`src/rtl/abt_pkg.sv`:
```
package abt_pkg;
    parameter int unsigned XLEN = 32;

    typedef enum logic {
        ABT_FETCH = 1'b0,
        ABT_DATA  = 1'b1
    } abt_kind_e;

    typedef struct packed {
        logic            valid;
        logic            tag;
        logic [XLEN-1:0] addr;
    } slot_t;

    typedef struct packed {
        logic            taken;
        abt_kind_e       kind;
        logic [XLEN-1:0] link;
    } exc_out_t;
endpackage

```
`src/rtl/abt_pipe_slot.sv`:
```
module abt_pipe_slot
    import abt_pkg::*;
(
    input  logic  clk,
    input  logic  rst_n,
    input  logic  kill,
    input  slot_t in_slot,
    output slot_t out_slot
);
    slot_t slot_d, slot_q;

    always_comb begin
        slot_d       = in_slot;
        slot_d.tag   = in_slot.tag & in_slot.valid;
        if (kill) begin
            slot_d.valid = 1'b0;
            slot_d.tag   = 1'b0;
        end
    end

    always_ff @(posedge clk) begin
        if (!rst_n) slot_q <= '0;
        else        slot_q <= slot_d;
    end

    assign out_slot = slot_q;
endmodule

```
`src/rtl/abt_arbiter.sv`:
```
module abt_arbiter
    import abt_pkg::*;
#(
    parameter logic [XLEN-1:0] IABT_ADV = 4,
    parameter logic [XLEN-1:0] DABT_ADV = 8,
    parameter logic [XLEN-1:0] IABT_VEC = 32'h0000_000C,
    parameter logic [XLEN-1:0] DABT_VEC = 32'h0000_0010
) (
    input  slot_t           ex_slot,
    input  logic            mem_op,
    input  logic            mem_fault,
    input  logic            br_taken,
    input  logic [XLEN-1:0] br_target,
    output logic            redirect,
    output logic [XLEN-1:0] redirect_addr,
    output logic            take,
    output abt_kind_e       kind,
    output logic [XLEN-1:0] link
);
    logic fetch_abt, data_abt, branch_go;

    always_comb begin
        fetch_abt = ex_slot.valid & ex_slot.tag;
        data_abt  = ex_slot.valid & ~ex_slot.tag & mem_op & mem_fault;
        branch_go = ex_slot.valid & ~ex_slot.tag & ~data_abt & br_taken;

        take     = fetch_abt | data_abt;
        redirect = take | branch_go;
        kind     = data_abt ? ABT_DATA : ABT_FETCH;

        if (data_abt) begin
            redirect_addr = DABT_VEC;
            link          = ex_slot.addr + DABT_ADV;
        end else if (fetch_abt) begin
            redirect_addr = IABT_VEC;
            link          = ex_slot.addr + IABT_ADV;
        end else begin
            redirect_addr = br_target;
            link          = ex_slot.addr + IABT_ADV;
        end
    end
endmodule

```
`src/rtl/abt_entry_unit.sv`:
```
module abt_entry_unit
    import abt_pkg::*;
#(
    parameter int unsigned     INSN_BYTES   = 4,
    parameter int unsigned     PIPE_SLOTS   = 2,
    parameter logic [XLEN-1:0] VEC_BASE     = '0,
    parameter logic [XLEN-1:0] IABT_VEC_OFF = 32'h0000_000C,
    parameter logic [XLEN-1:0] DABT_VEC_OFF = 32'h0000_0010
) (
    input  logic            clk,
    input  logic            rst_n,
    input  logic            if_valid,
    input  logic [XLEN-1:0] if_addr,
    input  logic            if_fault,
    input  logic            ex_mem_op,
    input  logic            ex_mem_fault,
    input  logic            ex_branch_taken,
    input  logic [XLEN-1:0] ex_branch_target,
    output logic            ex_valid,
    output logic [XLEN-1:0] ex_addr,
    output logic [XLEN-1:0] ex_pc_view,
    output logic            fetch_redirect,
    output logic [XLEN-1:0] redirect_addr,
    output logic            exc_taken,
    output logic            exc_kind,
    output logic [XLEN-1:0] abt_link
);
    localparam logic [XLEN-1:0] PC_AHEAD = XLEN'(PIPE_SLOTS * INSN_BYTES);
    localparam logic [XLEN-1:0] IABT_ADV = XLEN'((PIPE_SLOTS - 1) * INSN_BYTES);
    localparam logic [XLEN-1:0] IABT_VEC = VEC_BASE + IABT_VEC_OFF;
    localparam logic [XLEN-1:0] DABT_VEC = VEC_BASE + DABT_VEC_OFF;

    slot_t     chain [PIPE_SLOTS+1];
    slot_t     ex_slot;
    logic      take;
    abt_kind_e kind;
    logic [XLEN-1:0] link;
    exc_out_t  out_d, out_q;

    assign chain[0] = '{valid: if_valid, tag: if_fault, addr: if_addr};

    for (genvar k = 0; k < PIPE_SLOTS; k++) begin : g_slot
        abt_pipe_slot u_slot (
            .clk     (clk),
            .rst_n   (rst_n),
            .kill    (fetch_redirect),
            .in_slot (chain[k]),
            .out_slot(chain[k+1])
        );
    end

    assign ex_slot = chain[PIPE_SLOTS];

    abt_arbiter #(
        .IABT_ADV(IABT_ADV),
        .DABT_ADV(PC_AHEAD),
        .IABT_VEC(IABT_VEC),
        .DABT_VEC(DABT_VEC)
    ) u_arb (
        .ex_slot      (ex_slot),
        .mem_op       (ex_mem_op),
        .mem_fault    (ex_mem_fault),
        .br_taken     (ex_branch_taken),
        .br_target    (ex_branch_target),
        .redirect     (fetch_redirect),
        .redirect_addr(redirect_addr),
        .take         (take),
        .kind         (kind),
        .link         (link)
    );

    always_comb begin
        out_d       = out_q;
        out_d.taken = take;
        if (take) begin
            out_d.kind = kind;
            out_d.link = link;
        end
    end

    always_ff @(posedge clk) begin
        if (!rst_n) out_q <= '0;
        else        out_q <= out_d;
    end

    assign ex_valid   = ex_slot.valid;
    assign ex_addr    = ex_slot.addr;
    assign ex_pc_view = ex_slot.addr + PC_AHEAD;
    assign exc_taken  = out_q.taken;
    assign exc_kind   = out_q.kind;
    assign abt_link   = out_q.link;


    flush_empties_ex_chk: assert property (@(posedge clk) disable iff (!rst_n)
        fetch_redirect |=> !ex_valid);


    pulse_once_chk: assert property (@(posedge clk) disable iff (!rst_n)
        exc_taken |=> !exc_taken);


    taken_follows_chk: assert property (@(posedge clk) disable iff (!rst_n)
        exc_taken |-> $past(fetch_redirect));


    tag_fires_chk: assert property (@(posedge clk) disable iff (!rst_n)
        (ex_valid && ex_slot.tag) |-> (fetch_redirect && redirect_addr == IABT_VEC));


    iabt_link_chk: assert property (@(posedge clk) disable iff (!rst_n)
        (exc_taken && !exc_kind) |-> (abt_link == $past(ex_addr) + IABT_ADV));


    dabt_link_chk: assert property (@(posedge clk) disable iff (!rst_n)
        (exc_taken && exc_kind) |-> (abt_link == $past(ex_addr) + PC_AHEAD));
endmodule

```
`config.mk`:
```
export PLATFORM = sky130hd
export DESIGN_NAME = abt_entry_unit
export DESIGN_NICKNAME = d
export VERILOG_FILES = /design/src/rtl/abt_pkg.sv /design/src/rtl/abt_pipe_slot.sv /design/src/rtl/abt_arbiter.sv /design/src/rtl/abt_entry_unit.sv
export SDC_FILE = /design/constraint.sdc
export NUM_CORES = 1
export LEC_CHECK = 0
export ABC_AREA = 1
export BUFFER_PORTS_ARGS = -buffer_cell sky130_fd_sc_hd__buf_2
export CAP_MARGIN = 40
export CORE_ASPECT_RATIO = 0.6
export CORE_MARGIN = 2
export CORE_UTILIZATION = 45
export DETAILED_ROUTE_END_ITERATION = 7
export GPL_TIMING_DRIVEN = 1
export PLACE_DENSITY = 0.81
export SLEW_MARGIN = 0
export SYNTH_ARGS = -nofsm -noshare
export SYNTH_HDL_FRONTEND = slang
export SYNTH_SLANG_ARGS = --single-unit
export TNS_END_PERCENT = 10
```
`constraint.sdc`:
```
create_clock -name clk -period 1.6 [get_ports clk]
set_input_delay 0.16 -clock clk [delete_from_list [all_inputs] [get_ports clk]]
set_output_delay 0.16 -clock clk [all_outputs]
set_load 0.005 [all_outputs]
```
==> metrics.txt, run 1 <==
Post-route DRC 0; ratio of final minimum period to clock period 121%; Worst setup SP type flip-flop; num rows 30; clk_skew approximately 0.011 ns; initial antenna violation count 0; minimum clock period around 1.9 ns; vias in the first global route 5271; Clock transition at path regs 0.08 ns; worst path bufs/invs 3; critical path's largest stage delay between 0.3 and 0.4 ns; Seq cells post-synth 102; Avg Inst Size Synth 6.62 µm²; Mapped Cells between 800 and 900; CTS tree yes; Leak roughly 4.5 nW; CP cell instances buf_4 > nand3_4 > nor2_4 > buf_4 > nand3_1 > xor2_1 > buf_2; Inserted Clock Buffers 9; Max-slew headroom around three quarters; HP Start if_addr[11]; via total after detailed routing between 5000 and 6000; TritonRoute pass-1 iters 5; Total GRT Usage between 20 and 30%; first-pass GRT wire length between 20000 and 30000 µm; failing checks negative setup slack; RSZ-0062 raised after global routing true; WS Path Type flip-flop to output port; PortBufs ~200; drt first-iter violations between 500 and 600; Initial Utilization between 40 and 50%; Finished Core Util a little under 70%; Clock Latency Late Sink roughly 0.36 ns; critical path data required time between 1 and 1.5 ns; leading area contributor after synthesis dfxtp_1; Synth top area share between 30% and 40%; commonest non-fill, non-tap cell in the layout nand2_1; core area 11500 µm²; largest cells by area after synthesis dfxtp_1 38%, nand2_1 17%, inv_1 8.6%, nor2_1 6.8%, nand3_1 5.9%; Mapped Area ~5400 µm²; Wirelength per Cell between 10 and 15 µm; die outline width around 150 µm; Worst path slowest cell dfxtp_4; Worst setup EP type output port; HPWL Detailed between 10000 and 15000 µm; clock root cell clkbuf_16; final worst setup slack -0.336 ns; final wirelength approximately 18000 µm; crit-path max FO 5; HP Class input pin to flip-flop; reg2reg start g_slot[1].u_slot.out_slot[3]; IO Count a little over 200; Synthesis Warnings 0; maxcap violations 0; Final Max Slew Viols 0; Worst Reg2Reg Path Length in Cells 9; max frequency ~0.52 GHz; clk buf depth 2; fraction of layout cells with a size suffix above 1 about two fifths; Hold Path Sink g_slot[0].u_slot.out_slot[11]; Synth-to-Final Area Change 46.0%; sequential area share after synthesis a little under two fifths; library cells used by synthesis 34; most frequent cells in the layout 226 x nand2_1, 198 x buf_2, 119 x inv_1; Final ANT Viol Nets 0; Cell Pwr Density around 710 nW/µm²; Inserted Diodes 0; largest net degree at the start of global routing 40; CTS H-tree lvls 3; Least-Margin Pin Slew ~0.35 ns; Net Count, Synth a little under 900; clock sinks 102; R2R setup slack -0.14 ns; crit-path leading delay family buffers and inverters; die area 13000 µm²; final setup fails 34; grt ovf 0; Final Power between 5 and 6 mW; Via-to-Cell Ratio around 4.7; WHS Path Cells 3; Final #Nets between 1000 and 1500; most frequent CP cell buf_4; GP Congestion ~0.95; status finished with violations; final hold viol count 0; CP Data Arrival Time between 1.5 and 2 ns; Die Ht around 90 µm; TNS Setup -5.68 ns; maximum vdd drop approximately 530 µV; FF-to-FF End abt_link[20]
## layout make-up
| cell class | instances | area (µm²) |
|---|---|---|
| multi-input cells | 526 | 2740 |
| clock buffers | 10 | 229 |
| repair buffers | 321 | 2090 |
| fillers | 964 | 3610 |
| well taps | 160 | 200 |
| flip-flops and latches | 102 | 2100 |
| inverters | 130 | 493 |
| clock inverters | 6 | 61.3 |
## timing repair
action                     4_1_cts  5_1_grt
hold buffers                    31        0
pin swaps                       13       15
setup endpoints to repair       66       78
hold endpoints to repair        31        0
setup buffers                    7       11
gates resized for setup         68       48
## per-stage QoR
step | instances | cell area [µm²] | hold slack (ns) | setup WS (ns)
after floorplan | 819 | 5420 | 0.258 | 0.0221
after global placement | 1190 | 6830 | 0.339 | -0.0382
after detailed placement | 1190 | 6830 | 0.345 | -0.0888
after CTS | 1244 | 7680 | 0.0130 | -0.303
after global routing | 1255 | 7910 | 0.0164 | -0.403
final | 1255 | 7910 | 0.0190 | -0.336
## cells in the mapped netlist (all sizes together)
master	n
dfxtp	102
o211ai	1
nor2	124
and2	5
nand2	253
nand3b	1
nand3	65
nand4	6
xnor2	3
a31oi	1
clkinv	1
xor2	18
clkbuf	12
ha	3
nor3	1
a21oi	12
a211oi	1
a41oi	1
buf	49
a221oi	1
inv	129
o21ai	30
## worst reg2reg max path: stages, from the launching register on
cell and delay [ns]:
dfxtp_4 0.37, ha_1 0.18, nand3_1 0.21, nor2_2 0.20
nand2_1 0.15, o21ai_0 0.26, nand3_1 0.11, nand3_1 0.09
nand2_1 0.08, inv_1 0.06
## how the worst max path moves through the flow
stage	start	endpoint	slack, ns	depth (start not counted)
final	g_slot[1].u_slot.out_slot[3]	ex_pc_view[16]	-0.34	7
after global routing	g_slot[1].u_slot.out_slot[3]	ex_pc_view[25]	-0.40	10
after CTS	g_slot[1].u_slot.out_slot[3]	ex_pc_view[25]	-0.30	10
after detailed placement	g_slot[1].u_slot.out_slot[3]	ex_pc_view[25]	-0.09	10
after global placement	g_slot[1].u_slot.out_slot[8]	ex_pc_view[18]	-0.04	7
after floorplan	g_slot[1].u_slot.out_slot[4]	abt_link[27]	0.02	12
## metal layers
| metal | vias up | GRT usage [%] | share of wire, % |
|---|---|---|---|
| met5 | - | 0 | 0 |
| met4 | 0 | 4.72 | 0.40 |
| met3 | 13 | 8.42 | 10 |
| met2 | 250 | 43.5 | 45 |
| met1 | 2666 | 35.9 | 45 |
| li1 | 2974 | - | - |
## cell families after synthesis
family / Yosys count / share of synthesized area [%]
AND/OR/NAND/NOR: 455 / 37.5
buffers and inverters: 191 / 16.0
flip-flops: 102 / 37.7
AO/OA/AOI/OAI: 47 / 4.59
XOR/XNOR: 21 / 3.53
adder cells (fa/ha/maj): 3 / 0.693
## state kept, by name (all words and copies together) (netlist names)
| register | cells |
|---|---|
| g_slot.u_slot.out_slot | 68 |
| exc_taken | 1 |
| exc_kind | 1 |
| abt_link | 32 |
## report_power, final
| part | switching, mW | internal (mW) |
|---|---|---|
| clock | 1.05 | 1.10 |
| sequential | 0.0716 | 2.63 |
| combinational | 0.358 | 0.372 |
No activity file was read; power rests on OpenSTA's default activity.
==> inputs of run 2 (changes only) <==
--- a/config.mk
+++ b/config.mk
@@ -10,10 +10,10 @@
 export CAP_MARGIN = 40
 export CORE_ASPECT_RATIO = 0.6
 export CORE_MARGIN = 2
-export CORE_UTILIZATION = 45
+export CORE_UTILIZATION = 50
 export DETAILED_ROUTE_END_ITERATION = 7
 export GPL_TIMING_DRIVEN = 1
-export PLACE_DENSITY = 0.81
+export PLACE_DENSITY = 0.85
 export SLEW_MARGIN = 0
 export SYNTH_ARGS = -nofsm -noshare
 export SYNTH_HDL_FRONTEND = slang
==> constraint.sdc (replaced) <==
create_clock -name clk -period 1.9 [get_ports clk]
set_input_delay 0.19 -clock clk [delete_from_list [all_inputs] [get_ports clk]]
set_output_delay 0.19 -clock clk [all_outputs]
set_load 0.005 [all_outputs]
==> run 2 against run 1 <==
  * The run still ends with negative setup slack left
  * First-iteration DRC count decreased by 38%
  * Die area is 9.6% lower
  * Clock-buffer cell count unchanged
  * Cell count fell by 9.0%
  * Setup slack better by 0.23 ns
==> metrics.txt, run 2 (synthesized netlist as in run 1, its figures left out) <==
Cell Pwr Density 672 nW/µm² (-4.6%); IO Count 203 (unchanged); Post-CTS Hold Buffers 0 (-100%); final hold viol count 0 (unchanged); PortBufs 202 (unchanged); placed insts 1121 (-5.8%); via total after detailed routing 5477 (-7.2%); HP Class input pin to flip-flop; HPWL Detailed 12300 µm (-6.0%); critical path data required time 1.71 ns (+0.27 ns); CTS H-tree lvls 3 (unchanged); Initial Utilization 51.3% (+4.3 points); commonest non-fill, non-tap cell in the layout nand2_1; Final ANT Viol Nets 0 (unchanged); final setup fails 8 (-76%); first-pass GRT wire length 25200 µm (-6.6%); Metal-1 WL 7070 µm (-12%); Critical Path End ex_pc_view[19]; cell area after layout 6860 µm² (-13%); CTS tree yes; maximum vdd drop 451 µV (-14%); TNS Setup -0.342 ns (+5.34 ns); Max-slew headroom 62.6% (-14 points); final worst setup slack -0.101 ns (+0.235 ns); Post-route DRC 0 (unchanged); R2R setup slack 0.20 ns (+0.34 ns); GP Congestion 0.975 (+2.9%); WS Path Type flip-flop to output port; reg2reg start g_slot[1].u_slot.out_slot[3]; FF-to-FF End abt_link[27]; Wirelength per Cell 14.0 µm (-2.5%); Worst setup SP type flip-flop; Inserted Clock Buffers 9 (unchanged); metal2 WL 6880 µm (-15%); drt first-iter violations 336 (-38%); Least-Margin Pin Slew 0.558 ns (+0.208 ns); clk_skew 0.00875 ns (-0.00218 ns); Total GRT Usage 27.2% (+0.43 points); failing checks negative setup slack; max reg flops 68 (unchanged); RSZ-0062 raised after global routing true; met3 routed WL 1870 µm (+3.9%); Inserted Diodes 0 (unchanged); clk buf depth 2 (unchanged); Clock Latency Late Sink 0.36 ns (about the same); minimum clock period roughly 2.0 ns; initial antenna violation count 0 (unchanged); status finished with violations; core area 10600 µm² (-8.4%); crit-path max FO 4 (-1); most frequent cells in the layout 232 x nand2_1, 202 x buf_2, 120 x inv_1; die outline width 138 µm (-5.0%); Synth-to-Final Area Change 26.5%; Via-to-Cell Ratio 4.80 (+2.0%); Die Ht 84.6 µm (-4.9%); clock sinks 102 (unchanged); Worst Reg2Reg Path Length in Cells 14 (+5); clock root cell clkbuf_16; highest metal layer with signal wires met4; largest net degree at the start of global routing 62 (+55%); num rows 29 (-3.3%); max frequency 0.500 GHz; TritonRoute pass-1 iters 5 (unchanged); final non-filler cell total 1142 (-9.0%); die area 11700 µm² (-9.6%); grt ovf 0 (unchanged); CP Data Arrival Time 1.81 ns (+0.03 ns); ratio of final minimum period to clock period 105%; final wirelength 15900 µm (-11%); maxcap violations 0 (unchanged); vias in the first global route 4886 (-7.3%); fraction of layout cells with a size suffix above 1 33.3% (-5.5 points); Leak 3.96 nW (-12%); Final Max Slew Viols 0 (unchanged); Placed Area 6400 µm² (-6.2%); Worst setup EP type output port; Clock transition at path regs 0.07 ns (about the same); Worst Setup SP g_slot[1].u_slot.out_slot[3]; Final #Nets 1072 (-7.9%)
==> run 2: changes by cell type in the layout (fill, tap and decap cells not counted), moves of 5 or more <==
cell	previous run	this run
nand3_1	59	64
buf_6	7	0
dlygate4sd3_1	31	0
buf_4	79	26
nand2_1	226	232
xor2_2	6	1
xor2_1	11	17
dfxtp_1	76	81
==> run 2: where the power goes <==
group          switching [mW]  internal, mW  total (mW)
Clock                   0.880         0.962        1.84
Combinational           0.265         0.226       0.491
Sequential             0.0610          2.22        2.28
Total                    1.21          3.41        4.61
==> run 2: repair_timing <==
item                                    CTS  global route
setup buffers                             3             2
resized for setup                        27            29
endpoints found under the setup margin   20            19
pin swaps                                 7             8
cloned                                    0             0
==> run 2: per-stage QoR <==
step           power (mW)  setup WS (ns)  util, %  hold WS (ns)
2_1_floorplan        2.58          0.303        -         0.288
3_3_place_gp         2.80          0.227     60.6         0.369
3_5_place_dp         2.81          0.185     60.6         0.374
4_1_cts              4.62        -0.0739     64.2       0.00747
5_1_grt              4.80         -0.170     64.9       0.00824
6_report             4.61         -0.101     64.9        0.0106
==> run 2: metal layers <==
layer	GRT usage (%)	vias to the layer above
li1	-	2781
met1	37.2	2412
met2	42.7	271
met3	8.96	13
met4	4.92	0
met5	0	-
==> run 2: cell type report <==
type | count | area, µm²
well taps | 139 | 174
multi-input cells | 526 | 2580
inverters | 130 | 488
repair buffers | 229 | 1230
fillers | 952 | 3700
flip-flops and latches | 102 | 2080
clock inverters | 6 | 62.6
clock buffers | 10 | 239
==> run 2: worst min path at each step <==
stage	startpoint	end	slack [ns]	cells after the start
floorplan	if_addr[0]	g_slot[0].u_slot.out_slot[0]	0.29	2
detailed placement	if_addr[3]	g_slot[0].u_slot.out_slot[3]	0.37	3
finish	if_addr[27]	g_slot[0].u_slot.out_slot[27]	0.01	3
global placement	if_addr[1]	g_slot[0].u_slot.out_slot[1]	0.37	3
CTS	if_addr[27]	g_slot[0].u_slot.out_slot[27]	0.007	3
global route	if_addr[27]	g_slot[0].u_slot.out_slot[27]	0.008	3
==> run 2: worst max-delay path: stages (launching register included) <==
cell and delay (ns):
dfxtp_4 0.37, ha_4 0.15, inv_2 0.04, nor2_4 0.15, buf_4 0.14, nand2_4 0.07
nor2_4 0.16, nand2_2 0.09, xor2_1 0.14, buf_2 0.15
==> inputs of run 3 (changes only) <==
--- a/config.mk
+++ b/config.mk
@@ -14,6 +14,7 @@
 export DETAILED_ROUTE_END_ITERATION = 7
 export GPL_TIMING_DRIVEN = 1
 export PLACE_DENSITY = 0.85
+export SETUP_SLACK_MARGIN = 0.2
 export SLEW_MARGIN = 0
 export SYNTH_ARGS = -nofsm -noshare
 export SYNTH_HDL_FRONTEND = slang
==> constraint.sdc (replaced) <==
create_clock -name clk -period 1.9 [get_ports clk]
set_input_delay 0 -clock clk [delete_from_list [all_inputs] [get_ports clk]]
set_output_delay 0 -clock clk [all_outputs]
set_load 0.005 [all_outputs]
==> run 3 against run 2 <==
  * The flow now finishes without violations
  * Register-to-register slack got worse by 0.02 ns
  * Core utilization increased by 3.6 points
  * Clock-buffer cell count increased by 1
  * Global-route usage increased by 0.29 points
==> metrics.txt, run 3 (synthesized netlist as in run 1, its figures left out) <==
HPWL Detailed 12000 µm (-1.9%); vias in the first global route 5010 (+2.5%); Worst setup SP type flip-flop; final worst setup slack 0.0997 ns (+0.201 ns); drt first-iter violations 334 (-0.60%); first-pass GRT wire length 25600 µm (+1.5%); core area 10600 µm² (unchanged); final wirelength 16500 µm (+3.2%); crit-path max FO 5 (+1); most frequent cells in the layout 236 x nand2_1, 201 x buf_2, 122 x inv_1; num rows 29 (unchanged); clk buf depth 2 (unchanged); Cell Pwr Density 654 nW/µm² (-2.8%); Clock Latency Late Sink 0.36 ns (about the same); Inserted Diodes 0 (unchanged); CP Data Arrival Time 1.80 ns (about the same); IO Count 203 (unchanged); Initial Utilization 51.3% (unchanged); grt ovf 0 (unchanged); clk_skew 0.00766 ns (-0.00109 ns); max reg flops 68 (unchanged); pre-CTS setup slack 0.162 ns (-0.0232 ns); critical path's largest stage delay 0.42 ns (+0.05 ns); Final ANT Viol Nets 0 (unchanged); initial antenna violation count 0 (unchanged); CTS tree yes; critical path data required time 1.90 ns (+0.19 ns); WS Path Type flip-flop to output port; Least-Margin Pin Slew 0.557 ns (-0.000328 ns); RSZ-0062 raised after global routing true; Clock transition at path regs 0.07 ns (about the same); via total after detailed routing 5657 (+3.3%); Synth-to-Final Area Change 33.5%; most frequent CP cell nor2_4; Leak 4.10 nW (+3.6%); status complete, no violations; maximum vdd drop 490 µV (+8.8%); max frequency 0.555 GHz (+11%); largest net degree at the start of global routing 78 (+26%); Final #Nets 1109 (+3.5%); CP cell instances nand2_2 > nor2_4 > inv_2 > nor2_4 > nand2_2 > nor2_4 > xor2_1 > buf_2; clock root cell clkbuf_16; clock sinks 102 (unchanged); Max-slew headroom 62.6% (about the same); CTS H-tree lvls 3 (unchanged); minimum clock period 1.80 ns (-0.201 ns); final hold viol count 0 (unchanged); HP Class input pin to flip-flop; Total GRT Usage 27.5% (+0.29 points); Inserted Clock Buffers 9 (unchanged); Post-route DRC 0 (unchanged); ratio of final minimum period to clock period 94.8% (-11 points); fraction of layout cells with a size suffix above 1 31.4% (-1.9 points); Via-to-Cell Ratio 4.80 (about the same); final setup fails 0 (-8); Final Max Slew Viols 0 (unchanged); TNS Setup 0 ns (+0.342 ns); maxcap violations 0 (unchanged); PortBufs 202 (unchanged); TritonRoute pass-1 iters 5 (unchanged); Worst path slowest cell dfxtp_1; Die Ht 84.6 µm (unchanged); Wirelength per Cell 14.0 µm (about the same); commonest non-fill, non-tap cell in the layout nand2_1; die outline width 138 µm (unchanged); GP Congestion 0.973 (-0.18%); Worst setup EP type output port; die area 11700 µm² (unchanged)
run 3: changes by cell type in the layout (fill, tap and decap cells not counted), sizes merged:
cell         change
inv              -2
clkbuf           +1
buf              +3
bufinv           +1
dlygate4sd3     +34
run 3: path summary, 6_finish.rpt:
check,to,slack (ns),cells after the start,from
worst min-delay path,abt_link[16],0.03,3,rst_n
worst max register to register,abt_link[19],0.18,11,g_slot[1].u_slot.out_slot[3]
worst min register to register,g_slot[1].u_slot.out_slot[6],0.41,2,g_slot[0].u_slot.out_slot[6]
worst max-delay path,ex_pc_view[27],0.1,8,g_slot[1].u_slot.out_slot[10]
run 3: what timing repair did:
item,in CTS,in global routing
pin swaps,8,9
setup endpoints to repair,26,55
setup buffers,6,6
hold buffers,34,0
endpoints found under the hold margin,34,0
resized for setup,31,15
run 3: per-stage QoR:
stage	utilization (%)	power [mW]	instances	instance area, µm²	hold slack [ns]
2_1_floorplan	-	2.58	819	5420	0.0864
3_3_place_gp	60.4	2.80	1117	6370	0.181
3_5_place_dp	60.4	2.81	1117	6370	0.183
4_1_cts	67.6	4.75	1173	7130	0.0160
5_1_grt	68.5	4.92	1179	7240	0.0399
6_report	68.5	4.73	1179	7240	0.0312
run 3: layer usage:
metal / global-route usage, % / up-vias / routed length, µm
met4: 5.57 / 0 / 158
met5: 0 / - / 0
met3: 10.8 / 19 / 2020
li1: - / 2855 / -
met1: 36.9 / 2511 / 7050
met2: 42.3 / 272 / 7230
run 3: cell type report:
class | count | area (µm²)
fill | 905 | 3320
clock buffer | 11 | 243
inverter | 130 | 488
sequential | 102 | 2080
multi-input combinational | 526 | 2590
clock inverter | 5 | 63.8
timing repair buffer | 266 | 1600
tap | 139 | 174
run 3: critical path: cells and delay by family, from the launching register on:
family	cells	cell delay [ns]
DFF	1	0.42
buffers and inverters	2	0.22
and+or+nand+nor	5	0.62
xor gates and xnor gates	1	0.17
run 3: power breakdown:
group	switching, mW	internal (mW)	total, mW	leakage (nW)
registers	0.0671	2.22	2.29	0.847
clock network	0.833	1.07	1.90	0.152
logic	0.270	0.270	0.540	3.10
